<file path="config.mk">
export PLATFORM = sky130hd
export DESIGN_NAME = sys_reset_ctrl
export DESIGN_NICKNAME = d
export VERILOG_FILES = /design/src/rtl/sysrst_pkg.sv /design/src/rtl/sysrst_datapath.sv /design/src/rtl/sysrst_control.sv /design/src/rtl/sys_reset_ctrl.sv
export SDC_FILE = /design/constraint.sdc
export NUM_CORES = 1
export LEC_CHECK = 0
export CORE_MARGIN = 1
export CORE_UTILIZATION = 56
export DETAILED_ROUTE_END_ITERATION = 10
export PLACE_DENSITY = 0.84
export RECOVER_POWER = 25
export SYNTH_ARGS = -nofsm -noshare
export SYNTH_HDL_FRONTEND = slang
export SYNTH_SLANG_ARGS = --single-unit
</file>
<file path="constraint.sdc">
create_clock -name clk -period 4 [get_ports clk]
set_input_delay 1.2 -clock clk [delete_from_list [all_inputs] [get_ports clk]]
set_output_delay 1.2 -clock clk [all_outputs]
set_load 0.005 [all_outputs]
</file>
<file path="src/rtl/sysrst_pkg.sv">
package sysrst_pkg;

  typedef enum logic [1:0] {
    ST_RUN     = 2'd0,
    ST_STRETCH = 2'd1,
    ST_HOLD    = 2'd2
  } rstState_t;

  typedef struct packed {
    logic       stretchClr;
    logic       stretchRun;
    logic       causeLoad;
    logic [3:0] causeVal;
  } dpCtl_t;

  localparam logic [3:0] CAUSE_EXT  = 4'b0001;
  localparam logic [3:0] CAUSE_TRAP = 4'b0010;
  localparam logic [3:0] CAUSE_WDT  = 4'b0100;
  localparam logic [3:0] CAUSE_CLK  = 4'b1000;

endpackage

</file>
<file path="src/rtl/sysrst_datapath.sv">
module sysrst_datapath
  import sysrst_pkg::*;
#(
  parameter int          LOW_MIN      = 12,
  parameter int          STRETCH_CLKS = 1 << 20,
  parameter int          ADDR_W       = 16,
  parameter int unsigned TRAP_HI      = 'h083F
) (
  input  logic              clk,
  input  logic              porRstN,
  input  logic              pinIn,
  input  logic              fetchValid,
  input  logic [ADDR_W-1:0] fetchAddr,
  input  logic              wdtOverflow,
  input  logic              hfOscEn,
  input  logic              lfOscEn,
  input  dpCtl_t            ctl,
  output logic              pinHigh,
  output logic              extLow,
  output logic              faultAny,
  output logic [3:0]        faultCause,
  output logic              stretchDone,
  output logic [3:0]        lastCause
);

  localparam int LW = $clog2(LOW_MIN + 1);
  localparam int CW = $clog2(STRETCH_CLKS);

  logic [1:0]    syncQ;
  logic [LW-1:0] lowCnt;
  logic [CW-1:0] stretchCnt;
  logic          trapHit;
  logic          clkDead;

  // two-flop synchronizer for the pin read-back, idles high
  always_ff @(posedge clk or negedge porRstN) begin
    if (!porRstN) syncQ <= 2'b11;
    else          syncQ <= {syncQ[0], pinIn};
  end
  assign pinHigh = syncQ[1];

  // low-time filter: counts consecutive low samples, saturates at LOW_MIN
  always_ff @(posedge clk or negedge porRstN) begin
    if (!porRstN)                     lowCnt <= '0;
    else if (pinHigh)                 lowCnt <= '0;
    else if (lowCnt != LW'(LOW_MIN))  lowCnt <= lowCnt + 1'b1;
  end
  assign extLow = (lowCnt == LW'(LOW_MIN));

  // fault detection with fixed priority trap > watchdog > clock
  assign trapHit  = fetchValid && (fetchAddr <= ADDR_W'(TRAP_HI));
  assign clkDead  = !hfOscEn && !lfOscEn;
  assign faultAny = trapHit || wdtOverflow || clkDead;

  always_comb begin
    if (trapHit)          faultCause = CAUSE_TRAP;
    else if (wdtOverflow) faultCause = CAUSE_WDT;
    else if (clkDead)     faultCause = CAUSE_CLK;
    else                  faultCause = 4'b0000;
  end

  // stretch timer
  always_ff @(posedge clk or negedge porRstN) begin
    if (!porRstN)                          stretchCnt <= '0;
    else if (ctl.stretchClr)               stretchCnt <= '0;
    else if (ctl.stretchRun && !stretchDone) stretchCnt <= stretchCnt + 1'b1;
  end
  assign stretchDone = (stretchCnt == CW'(STRETCH_CLKS - 1));

  // cause register
  always_ff @(posedge clk or negedge porRstN) begin
    if (!porRstN)           lastCause <= 4'b0000;
    else if (ctl.causeLoad) lastCause <= ctl.causeVal;
  end

  p_filter_bound_r2: assert property (@(posedge clk) disable iff (!porRstN)
    lowCnt <= LW'(LOW_MIN));

  p_stretch_bound_r7: assert property (@(posedge clk) disable iff (!porRstN)
    stretchCnt <= CW'(STRETCH_CLKS - 1));

  p_cause_hold_r11: assert property (@(posedge clk) disable iff (!porRstN)
    !ctl.causeLoad |=> $stable(lastCause));

  p_cause_onehot_r9: assert property (@(posedge clk) disable iff (!porRstN)
    $onehot0(lastCause));

endmodule

</file>
<file path="src/rtl/sysrst_control.sv">
module sysrst_control
  import sysrst_pkg::*;
(
  input  logic       clk,
  input  logic       porRstN,
  input  logic       pinHigh,
  input  logic       extLow,
  input  logic       faultAny,
  input  logic [3:0] faultCause,
  input  logic       stretchDone,
  output dpCtl_t     ctl,
  output logic       coreRst,
  output logic       pinDriveLow,
  output logic       vecFetch
);

  rstState_t state, stateNext;

  always_comb begin
    stateNext = state;
    ctl       = '0;
    if (faultAny) begin
      stateNext      = ST_STRETCH;
      ctl.stretchClr = 1'b1;
      ctl.causeLoad  = 1'b1;
      ctl.causeVal   = faultCause;
    end else begin
      unique case (state)
        ST_RUN: begin
          if (extLow) begin
            stateNext     = ST_HOLD;
            ctl.causeLoad = 1'b1;
            ctl.causeVal  = CAUSE_EXT;
          end
        end
        ST_STRETCH: begin
          ctl.stretchRun = 1'b1;
          if (stretchDone) stateNext = ST_HOLD;
        end
        ST_HOLD: begin
          if (pinHigh) stateNext = ST_RUN;
        end
        default: stateNext = ST_RUN;
      endcase
    end
  end

  always_ff @(posedge clk or negedge porRstN) begin
    if (!porRstN) begin
      state    <= ST_RUN;
      vecFetch <= 1'b0;
    end else begin
      state    <= stateNext;
      vecFetch <= (state == ST_HOLD) && (stateNext == ST_RUN);
    end
  end

  assign coreRst     = (state != ST_RUN);
  assign pinDriveLow = (state == ST_STRETCH);

  p_drive_in_reset_r7: assert property (@(posedge clk) disable iff (!porRstN)
    pinDriveLow |-> coreRst);

  p_fault_drives_r8: assert property (@(posedge clk) disable iff (!porRstN)
    faultAny |=> pinDriveLow);

  p_vec_single_r10: assert property (@(posedge clk) disable iff (!porRstN)
    vecFetch |=> !vecFetch);

  p_release_pin_r10: assert property (@(posedge clk) disable iff (!porRstN)
    $fell(coreRst) |-> ($past(pinHigh) && vecFetch));

endmodule

</file>
<file path="src/rtl/sys_reset_ctrl.sv">
module sys_reset_ctrl
  import sysrst_pkg::*;
#(
  parameter int          LOW_MIN      = 12,
  parameter int          STRETCH_CLKS = 1 << 20,
  parameter int          ADDR_W       = 16,
  parameter int unsigned TRAP_HI      = 'h083F
) (
  input  logic              clk,
  input  logic              porRstN,
  input  logic              pinIn,
  input  logic              fetchValid,
  input  logic [ADDR_W-1:0] fetchAddr,
  input  logic              wdtOverflow,
  input  logic              hfOscEn,
  input  logic              lfOscEn,
  output logic              pinDriveLow,
  output logic              coreRst,
  output logic              vecFetch,
  output logic [3:0]        lastCause
);

  dpCtl_t     ctl;
  logic       pinHigh;
  logic       extLow;
  logic       faultAny;
  logic [3:0] faultCause;
  logic       stretchDone;

  sysrst_datapath #(
    .LOW_MIN     (LOW_MIN),
    .STRETCH_CLKS(STRETCH_CLKS),
    .ADDR_W      (ADDR_W),
    .TRAP_HI     (TRAP_HI)
  ) u_datapath (
    .clk        (clk),
    .porRstN    (porRstN),
    .pinIn      (pinIn),
    .fetchValid (fetchValid),
    .fetchAddr  (fetchAddr),
    .wdtOverflow(wdtOverflow),
    .hfOscEn    (hfOscEn),
    .lfOscEn    (lfOscEn),
    .ctl        (ctl),
    .pinHigh    (pinHigh),
    .extLow     (extLow),
    .faultAny   (faultAny),
    .faultCause (faultCause),
    .stretchDone(stretchDone),
    .lastCause  (lastCause)
  );

  sysrst_control u_control (
    .clk        (clk),
    .porRstN    (porRstN),
    .pinHigh    (pinHigh),
    .extLow     (extLow),
    .faultAny   (faultAny),
    .faultCause (faultCause),
    .stretchDone(stretchDone),
    .ctl        (ctl),
    .coreRst    (coreRst),
    .pinDriveLow(pinDriveLow),
    .vecFetch   (vecFetch)
  );

  p_trap_resets_r4: assert property (@(posedge clk) disable iff (!porRstN)
    (fetchValid && (fetchAddr <= ADDR_W'(TRAP_HI))) |=> (coreRst && pinDriveLow));

  p_clock_dead_r6: assert property (@(posedge clk) disable iff (!porRstN)
    (!hfOscEn && !lfOscEn) |=> pinDriveLow);

endmodule

</file>
Word-level counts from Yosys, hierarchy flattened
Cells that the tools add are included.

operators by class
  add/sub/neg operators = 2
  magnitude comparators = 1
  eq/ne operators = 5
  mux-type cells = 18
  reduce and logical (&&, ||, !) cells = 14

operators with widths
  cell                                                               number
  two-way mux 20 bit                                                 2
  adder 20 x 1 -> 20 bit (second input constant)                     1
  equality test 20 bit (second input constant)                       1
  two-way mux 4 bit                                                  5
  less-or-equal comparator 16 x 12 -> 1 bit (second input constant)  1
  two-way mux 5 bit                                                  3
  two-way mux 2 bit                                                  4
  case mux 2 bit (3 select lines)                                    1
  nonzero test 2 bit                                                 3
  adder 4 x 1 -> 4 bit (second input constant)                       1
  equality test 4 bit (second input constant)                        1
  logical AND 1 bit                                                  4
  logical NOT 2 bit                                                  2
  != test 4 bit (second input constant)                              1
  logical NOT 1 bit                                                  3
  two-way mux 1 bit                                                  3
  equality test 2 x 1 -> 1 bit (second input constant)               1
  equality test 2 bit (second input constant)                        1
  logical OR 1 bit                                                   2

word-level totals
  flip-flop bits (word level) = 33
  input bits = 23
  output and inout port bits = 7
  logic and storage cells = 46

Logic depth before layout (Yosys ltp)
Gate-level depths: netlist (run 1).

  word-level depth = 8
  depth in mapped cells = 7
  gate-level depth less buffers = 7

By module
From an unflattened synthesis (run 1), not the netlist that was laid out.

unflattened totals
  cells, all modules = 178
  area total of the unflattened synthesis = 1,835.5 µm²

by module, submodules not included
  module           instances  cells each  area each (µm²)  sequential area each (µm²)
  sysrst_datapath  1          156         1,629.1          753.2
  sysrst_control   1          22          206.4            75.1

Worst setup path before layout (run 1)
OpenSTA, ideal clock, no wires.

  path type = input port to flip-flop
  start = in fetchAddr[10]
  end = reg u_control.state[1]
  setup time = 0.132 ns
  arrival = 2.536 ns
  required time = 3.868 ns
  slack = 1.332 ns
  cell stages on the path = 6
  buffers on the path = 2
  cells stage by stage = or4_1 > o21ai_0 > a311o_1 > buf_2 > clkbuf_1 > nor2_1

on the way
  longest elaborated chain between the ends = 5

ends and longest elaborated chain
  what                                       line                   source
  start, declared                            sys_reset_ctrl.sv:13   input logic [ADDR_W-1:0] fetchAddr,
  less-or-equal comparator 16 x 12 -> 1 bit  sysrst_datapath.sv:51  assign trapHit = fetchValid && (fetchAddr <= ADDR_W'(TRAP_HI));
  logical AND 1 bit                          sysrst_datapath.sv:51
  logical OR 1 bit (2 in a row)              sysrst_datapath.sv:53  assign faultAny = trapHit || wdtOverflow || clkDead;
  two-way mux 2 bit                          sysrst_control.sv:22   if (faultAny) begin
  net u_control.stateNext[1]                 sysrst_control.sv:17   rstState_t state, stateNext;
  end signal, assigned                       sysrst_control.sv:53   state <= stateNext;
  end, declared                              sysrst_control.sv:17

The timed path passes the listed nets, and every way through them passes these cells.
A chain may end at the register's enable or synchronous reset.

Worst setup path after layout (run 1)
  start = reg u_control.state[1]
  end = out pinDriveLow

on the way
  longest elaborated chain between the ends = 1

ends and longest elaborated chain
  what                          line                  source
  equality test 2 x 1 -> 1 bit  sysrst_control.sv:59  assign pinDriveLow = (state == ST_STRETCH);
  end, declared                 sys_reset_ctrl.sv:17  output logic pinDriveLow,

Every way passes these cells.

==> Flow_metrics.wiki, run 1 <==
{| class="wikitable"
! Metric !! Value
|-
| Number of enable flip-flop cells after synthesis || 0
|-
| Syn_area_per_cell || 9.813 sq um
|-
| Overflow left after global routing || 0
|-
| Power Total || just under 0.0006 W
|-
| Fraction of layout instances using a drive strength above 1 || 10.05%
|-
| Max-cap violation count || 1
|-
| Post-layout nets || 224
|-
| Sequential cell fraction of total power || 59.5%
|-
| DPL Wire Length || 2.332 mm
|-
| Top flip-flop cell by instance count after synthesis || sky130_fd_sc_hd__dfrtp_1
|-
| Number of buffer and inverter stages on the critical path || 1
|-
| Wire length of the first global-routing pass || approximately 5.9 mm
|-
| Post-place setup slack || 807.6 ps
|-
| DRT antenna net count || 0
|-
| Top cells by count, synth || sky130_fd_sc_hd__dfrtp_1, sky130_fd_sc_hd__nor2_1, sky130_fd_sc_hd__nor3_1, sky130_fd_sc_hd__xnor2_1
|-
| Worst Setup Start Kind || register
|-
| Share of total power in combinational logic || 8.1%
|-
| Bufs on Longest Clock Path || 2
|-
| Data required, critical path || between 2000 and 3000 ps
|-
| Switching power share of the total || 22.61%
|-
| Ant. Diodes || 0
|-
| Worst setup slack after layout || a little over 1000 ps
|-
| Pin count of the biggest net entering global routing || 34
|-
| TritonRoute pass-1 iters || 5
|-
| GRT Resource Usage Total || 23.69%
|-
| Vias per inst || 5.909
|-
| Clock tree root driver cell || sky130_fd_sc_hd__clkbuf_4
|-
| GR Layer Usage met3 || between 5 and 6%
|-
| Net switching power || 0.0001323 W
|-
| Data arrival time at the worst-slack endpoint || between 1500 and 2000 ps
|-
| Accumulated negative setup slack || 0 ps
|-
| DIE WIDTH || about 57 microns
|-
| Max IR drop VDD || ~230 uV
|-
| Status || complete, but fails checks
|-
| Final cell count without fillers || 230
|-
| Synth-to-layout area growth || 18.46%
|-
| Clk pwr share || 32.4%
|-
| Area share of the largest cell type after synthesis || a little under half
|-
| Start-to-end type of the worst setup path || register to primary output
|-
| Largest area contributor in the netlist || sky130_fd_sc_hd__dfrtp_1
|-
| Final Cycle Share || about three quarters
|-
| Total area of multi-input combinational cells || 802.0 sq um
|-
| Clock tree from TritonCTS || done
|-
| Highest-delay cell along the critical path || sky130_fd_sc_hd__clkdlybuf4s50_1
|-
| Post-synthesis sequential area ratio || approximately half
|-
| Worst-path cell chain || nor2b_1, clkdlybuf4s50_1
|-
| Area used by sequential logic in the layout || 828.3 sq um
|-
| Slew at the pin closest to its max-slew limit || about 1700 ps
|-
| Post-CTS repair timing setup buffer count || 0
|-
| Die height || approximately 57 microns
|-
| Worst skew pair latency || 330 ps
|-
| Count of boundary I/O pins || 30
|-
| WL final || 3.216 mm
|-
| Worst Min Path Start || u_datapath.syncQ[0]$_DFF_PN1_
|-
| Initial Utilization || between 60% and 70%
|-
| Critical Path Source || u_control.state[1]$_DFF_PN0_
|-
| Count of routing violations after the opening detailed-route iteration || around 120
|-
| Number of max-slew violations in the final report || 34
|-
| GR Layer Usage met1 || 30.03%
|-
| Final weighted congestion in routability-driven placement || 0.7823
|-
| Int Pwr || 0.0004530 W
|-
| Gate count after technology mapping || 172
|-
| Total vias in the final route || 1359
|-
| Relative slew slack || -11.44%
|-
| Number of sinks driven by the clock tree || 33
|-
| Distinct cell type count after synthesis || 44
|-
| Clock transition at the registers of the reported paths || approximately 100 ps
|-
| Fillcell total || between 200 and 250
|-
| Placeable core region || 0.002805 sq mm
|-
| Full die area || 0.003238 sq mm
|-
| Asr flop ratio synth || 100.0%
|-
| Antenna violations before repair || 0
|-
| Crit path max-delay family || buffers and inverters
|-
| Cell Rows || 19
|-
| Top cells by area, synth || sky130_fd_sc_hd__dfrtp_1, sky130_fd_sc_hd__nor2_1, sky130_fd_sc_hd__xnor2_1
|-
| Cell Area, Synth || 0.001688 sq mm
|-
| Number of H-tree levels || 2
|-
| Number of port buffers || 23
|-
| Maximum achievable frequency || about 0.34 GHz
|-
| Number of warnings printed during yosys synthesis || 0
|-
| Pwr per Cell Area || 292.7 mW/mm^2
|-
| Time the worst path needs with I/O delays and setup || ~3000 ps
|-
| Setup crit end kind || primary output
|-
| CTS buffer count || 5
|-
| Most common cell in the netlist || sky130_fd_sc_hd__dfrtp_1
|-
| Crit Reg-Reg Startpoint || u_control.state[1]$_DFF_PN0_
|-
| FF+latch count, synth || 33
|-
| Via count of the first global-routing pass || around 1400
|-
| Biggest cell delay along the critical path || 600 ps
|-
| Dpl cells || 222
|-
| Setup-violating endpoint count in the final report || 0
|-
| Violated checks || capacitance limit, slew limit
|-
| Critical-path maximum fanout || 8
|-
| Leakage || between 0.8 and 0.9 nW
|-
| Layout Skew || 16.38 ps
|-
| Wirelength per Cell || 13.98 microns
|-
| Hold buffer count at cts || 0
|-
| DRC violation count after routing || 0
|-
| Hold Path Class || register to register
|-
| Met2 layer usage reported by global route || a little under 40%
|-
| Busiest layer in global routing || met2
|-
| Net count after synthesis || 198
|-
| Setup repair after global routing missed its margin || false
|-
| Cells resized by post-CTS repair || 0
|-
| Fin. Hold Viols || 0
|}
-- final cells by class --
cell class,count,area share [%]
multi-input combinational,125,40.11
timing repair buffer,25,12.08
clock buffer,8,2.941
tap,31,1.940
sequential,33,41.43
inverter,8,1.502
-- cell families after synthesis --
family,count (synthesis),synth area share [%]
muxes,2,1.260
adders and majority gates,3,2.224
AOI/OAI and AO/OA,28,11.49
and+or+nand+nor,79,25.80
DFF,33,49.07
buffers and inverters,14,3.410
xor gates and xnor gates,13,6.746
-- layout by cell type, fill, tap and decap left out, types with 3 or more instances in the layout --
cell type / synthesis / final
sky130_fd_sc_hd__inv_1: 8 / 8
sky130_fd_sc_hd__clkbuf_1: 2 / 3
sky130_fd_sc_hd__nor2_1: 29 / 29
sky130_fd_sc_hd__a211oi_1: 5 / 5
sky130_fd_sc_hd__xor2_1: 4 / 4
sky130_fd_sc_hd__xnor2_1: 9 / 9
sky130_fd_sc_hd__clkbuf_4: 0 / 5
sky130_fd_sc_hd__clkdlybuf4s50_1: 0 / 21
sky130_fd_sc_hd__and3_1: 4 / 4
sky130_fd_sc_hd__o21ai_0: 3 / 3
sky130_fd_sc_hd__nor3_1: 9 / 9
sky130_fd_sc_hd__dfrtp_1: 31 / 31
sky130_fd_sc_hd__nand2_1: 6 / 6
sky130_fd_sc_hd__nand4_1: 6 / 6
sky130_fd_sc_hd__nand3_1: 6 / 6
sky130_fd_sc_hd__ha_1: 3 / 3
sky130_fd_sc_hd__a21oi_1: 8 / 8
-- flip-flops by register name, indices dropped and copies added (netlist names) --
signal / cells
u_datapath.stretchCnt: 20
u_datapath.lastCause: 4
u_datapath.lowCnt: 4
u_control.state: 2
u_datapath.syncQ: 2
u_control.vecFetch: 1
-- power groups by stage --
stage / logic, W / registers [W] / clock network, W
floorplan: 0.0000188 / 0.000353 / 0
global placement: 0.0000471 / 0.000354 / 0
detailed placement: 0.0000489 / 0.000355 / 0
CTS: 0.0000493 / 0.000348 / 0.000194
global route: 0.0000539 / 0.000349 / 0.000208
finish: 0.0000474 / 0.000348 / 0.000190
-- per-stage QoR --
stage / util (%) / area (sq um) / hold WS, ps
6_report: 71.28 / 1999 / 361.0
2_1_floorplan: - / 1688 / 345.2
3_3_place_gp: 69.31 / 1944 / 347.0
5_1_grt: 71.28 / 1999 / 371.6
4_1_cts: 71.41 / 2003 / 363.0
3_5_place_dp: 69.31 / 1944 / 350.1
-- final timing paths --
kind,to,slack (ps),cells after the start
max in group asynchronous,u_datapath.stretchCnt[12]$_DFFE_PN0P_,1190,2
setup / recovery,pinDriveLow,1030,2
hold reg to reg,u_datapath.syncQ[1]$_DFF_PN1_,360,0
setup reg to reg,u_datapath.stretchCnt[13]$_DFFE_PN0P_,1820,5
hold / removal,u_datapath.syncQ[1]$_DFF_PN1_,360,0
min in group asynchronous,u_datapath.stretchCnt[0]$_DFFE_PN0P_,1830,2
-- routing by layer --
metal / up-vias / share of wire [%] / routed length, microns
met5: - / 0 / 0
met3: 9 / 3.9 / 125
met1: 657 / 44 / 1410
met4: 0 / 2.0 / 63
li1: 662 / - / -
met2: 31 / 50 / 1616
No activity file was read; power rests on OpenSTA's default activity.
==> run 2, diff against run 1 <==
CORE_UTILIZATION = 47   (was 56)
PLACE_DENSITY = 0.75   (was 0.84)
clock period = 2.5 ns   (was 4 ns; I/O delays follow)
==> run 2 against run 1 <==
Net effect: the flow now finishes without violations; core utilization shrank 10 points; flip-flop and latch count is the same; count of clock-buffer cells in the layout down 3; worst setup slack got worse by 830 ps; first-iteration DRC count shrank 41%; critical path depth grew 1; critical path type unchanged.
==> Flow_metrics.wiki, run 2 (synthesized netlist as in run 1, its figures left out) <==
{| class="wikitable"
! Metric !! Value
|-
| Status || complete, no violations
|-
| Largest registers || u_datapath.stretchCnt (20), u_datapath.lastCause (4), u_datapath.lowCnt (4)
|-
| Antenna violations before repair || 0
|-
| Vias per inst || 5.466
|-
| Wire length of the first global-routing pass || 5.664 mm
|-
| Critical-path maximum fanout || 8
|-
| Relative slew slack || 48.01%
|-
| Finished Core Util || 60.80%
|-
| TritonRoute pass-1 iters || 4
|-
| Hold buffer count at cts || 0
|-
| Layout Skew || 15.10 ps
|-
| Post-CTS repair timing setup buffer count || 0
|-
| Bufs on Longest Clock Path || 2
|-
| Ant. Diodes || 0
|-
| Cells resized by post-CTS repair || 0
|-
| DRT antenna net count || 0
|-
| Clock transition at the registers of the reported paths || 100 ps
|-
| Worst setup slack after layout || 199.3 ps
|-
| Post-detailed-placement cell area || 0.002008 sq mm
|-
| GRT Resource Usage Total || 20.70%
|-
| Data required, critical path || 1750 ps
|-
| Largest Register || u_datapath.stretchCnt
|-
| DIE WIDTH || 61.93 microns
|-
| Overflow left after global routing || 0
|-
| Count of boundary I/O pins || 30
|-
| Full die area || 0.003835 sq mm
|-
| Pwr per Cell Area || ~450 mW/mm^2
|-
| Met2 wire length || 1.726 mm
|-
| Worst-case register-to-register setup slack || 440 ps
|-
| Setup-violating endpoint count in the final report || 0
|-
| Wl on met1 || 1.501 mm
|-
| Design Area, Final || 0.002061 sq mm
|-
| Post-place setup slack || -163.8 ps
|-
| Met3 WL || 84 microns
|-
| Commonest cells after routing, fill and taps aside || sky130_fd_sc_hd__dfrtp_1, sky130_fd_sc_hd__nor2_1, sky130_fd_sc_hd__clkdlybuf4s50_1
|-
| Max IR drop VDD || 362.9 uV
|-
| Max reg flops || 20
|-
| Dpl cells || ~240
|-
| Start-to-end type of the worst setup path || register to primary output
|-
| Setup crit end kind || primary output
|-
| Fin. Hold Viols || 0
|-
| Data arrival time at the worst-slack endpoint || approximately 1600 ps
|-
| Sequential cell fraction of total power || 60.3%
|-
| Worst skew pair latency || between 300 and 400 ps
|-
| Final Cycle Share || 92.03%
|-
| Number of max-slew violations in the final report || 0
|-
| Max-cap violation count || 0
|-
| Post-layout nets || 230
|-
| Number of port buffers || 23
|-
| Int Pwr || approximately 0.00069 W
|-
| Net switching power || approximately 0.00023 W
|-
| Die height || slightly above 60 microns
|-
| DPL Wire Length || 2.514 mm
|-
| Pin count of the biggest net entering global routing || 34
|-
| Worst Setup Start Kind || register
|-
| Initial Utilization || 49.80%
|-
| Hold Path Class || register to register
|-
| Fillcell total || 300
|-
| DRC violation count after routing || 0
|-
| Clk pwr share || approximately 31%
|-
| Worst-case hold slack || 366.5 ps
|-
| WL final || ~3.3 mm
|-
| Setup repair after global routing missed its margin || false
|-
| Slew at the pin closest to its max-slew limit || 779.9 ps
|-
| Count of routing violations after the opening detailed-route iteration || 73
|-
| Fraction of layout instances using a drive strength above 1 || 14.15%
|-
| Synth-to-layout area growth || 22.09%
|-
| Total vias in the final route || between 1000 and 1500
|-
| Leading cell type in the layout, fill and taps excluded || sky130_fd_sc_hd__dfrtp_1
|-
| Share of total power in combinational logic || 8.7%
|-
| Clock tree from TritonCTS || done
|-
| Max Used Layer || met4
|-
| Clock tree root driver cell || sky130_fd_sc_hd__clkbuf_4
|-
| Via count of the first global-routing pass || 1307
|-
| Switching power share of the total || 24.73%
|-
| Number of sinks driven by the clock tree || 33
|-
| Wirelength per Cell || ~13 microns
|-
| Number of H-tree levels || 2
|-
| Final cell count without fillers || 251
|-
| Cell Rows || 21
|-
| Leakage || 0.8436 nW
|-
| Final weighted congestion in routability-driven placement || 0.8202
|-
| Placeable core region || about 0.0034 sq mm
|-
| Time the worst path needs with I/O delays and setup || 2301 ps
|-
| CTS buffer count || 5
|-
| Maximum achievable frequency || 0.4347 GHz
|}
run 2: path summary, 6_finish.rpt:
kind	start	to	cells past startpoint
setup reg to reg	u_datapath.stretchCnt[0]$_DFFE_PN0P_	u_datapath.stretchCnt[1]$_DFFE_PN0P_	6
min in group asynchronous	porRstN	u_datapath.lowCnt[2]$_DFFE_PN0P_	2
setup / recovery	u_control.state[1]$_DFF_PN0_	pinDriveLow	3
max in group asynchronous	porRstN	u_datapath.stretchCnt[15]$_DFFE_PN0P_	2
hold reg to reg	u_datapath.syncQ[0]$_DFF_PN1_	u_datapath.syncQ[1]$_DFF_PN1_	0
hold / removal	u_datapath.syncQ[0]$_DFF_PN1_	u_datapath.syncQ[1]$_DFF_PN1_	0
run 2: cell type report:
cell class              instances  area (sq um)  share of cell area, %
clock buffers                   5         37.54                  1.821
clock inverters                 3         17.52                 0.8500
inverters                       8         30.03                  1.457
multi-input cells             125         802.0                  38.92
flip-flops and latches         33         828.3                  40.19
well taps                      46         57.56                  2.793
repair buffers                 31         287.8                  13.96
run 2: power groups by stage:
| stage | clock (W) | sequential [W] | combinational [W] |
|---|---|---|---|
| 6_report | 0.000286 | 0.000557 | 0.0000801 |
| 4_1_cts | 0.000299 | 0.000557 | 0.0000830 |
| 2_1_floorplan | 0 | 0.000565 | 0.0000301 |
| 3_3_place_gp | 0 | 0.000566 | 0.0000788 |
| 5_1_grt | 0.000320 | 0.000559 | 0.0000904 |
| 3_5_place_dp | 0 | 0.000568 | 0.0000826 |
run 2: layer usage:
metal	up-vias	global-route usage, %
li1	678	-
met1	671	25.57
met2	17	35.33
met3	6	5.590
met4	0	6.667
met5	-	0
run 2: stage by stage:
stage | setup TNS (ps) | power [W]
2_1_floorplan | 0 | 0.0005954
3_3_place_gp | -2103 | 0.0006451
3_5_place_dp | -2791 | 0.0006501
4_1_cts | 0 | 0.0009388
5_1_grt | 0 | 0.0009693
6_report | 0 | 0.0009231
run 2: worst max-delay path: stages, from the launching register on:
cell	delay [ps]
sky130_fd_sc_hd__dfrtp_1	430
sky130_fd_sc_hd__nor2b_1	120
sky130_fd_sc_hd__buf_4	160
sky130_fd_sc_hd__clkdlybuf4s50_1	500
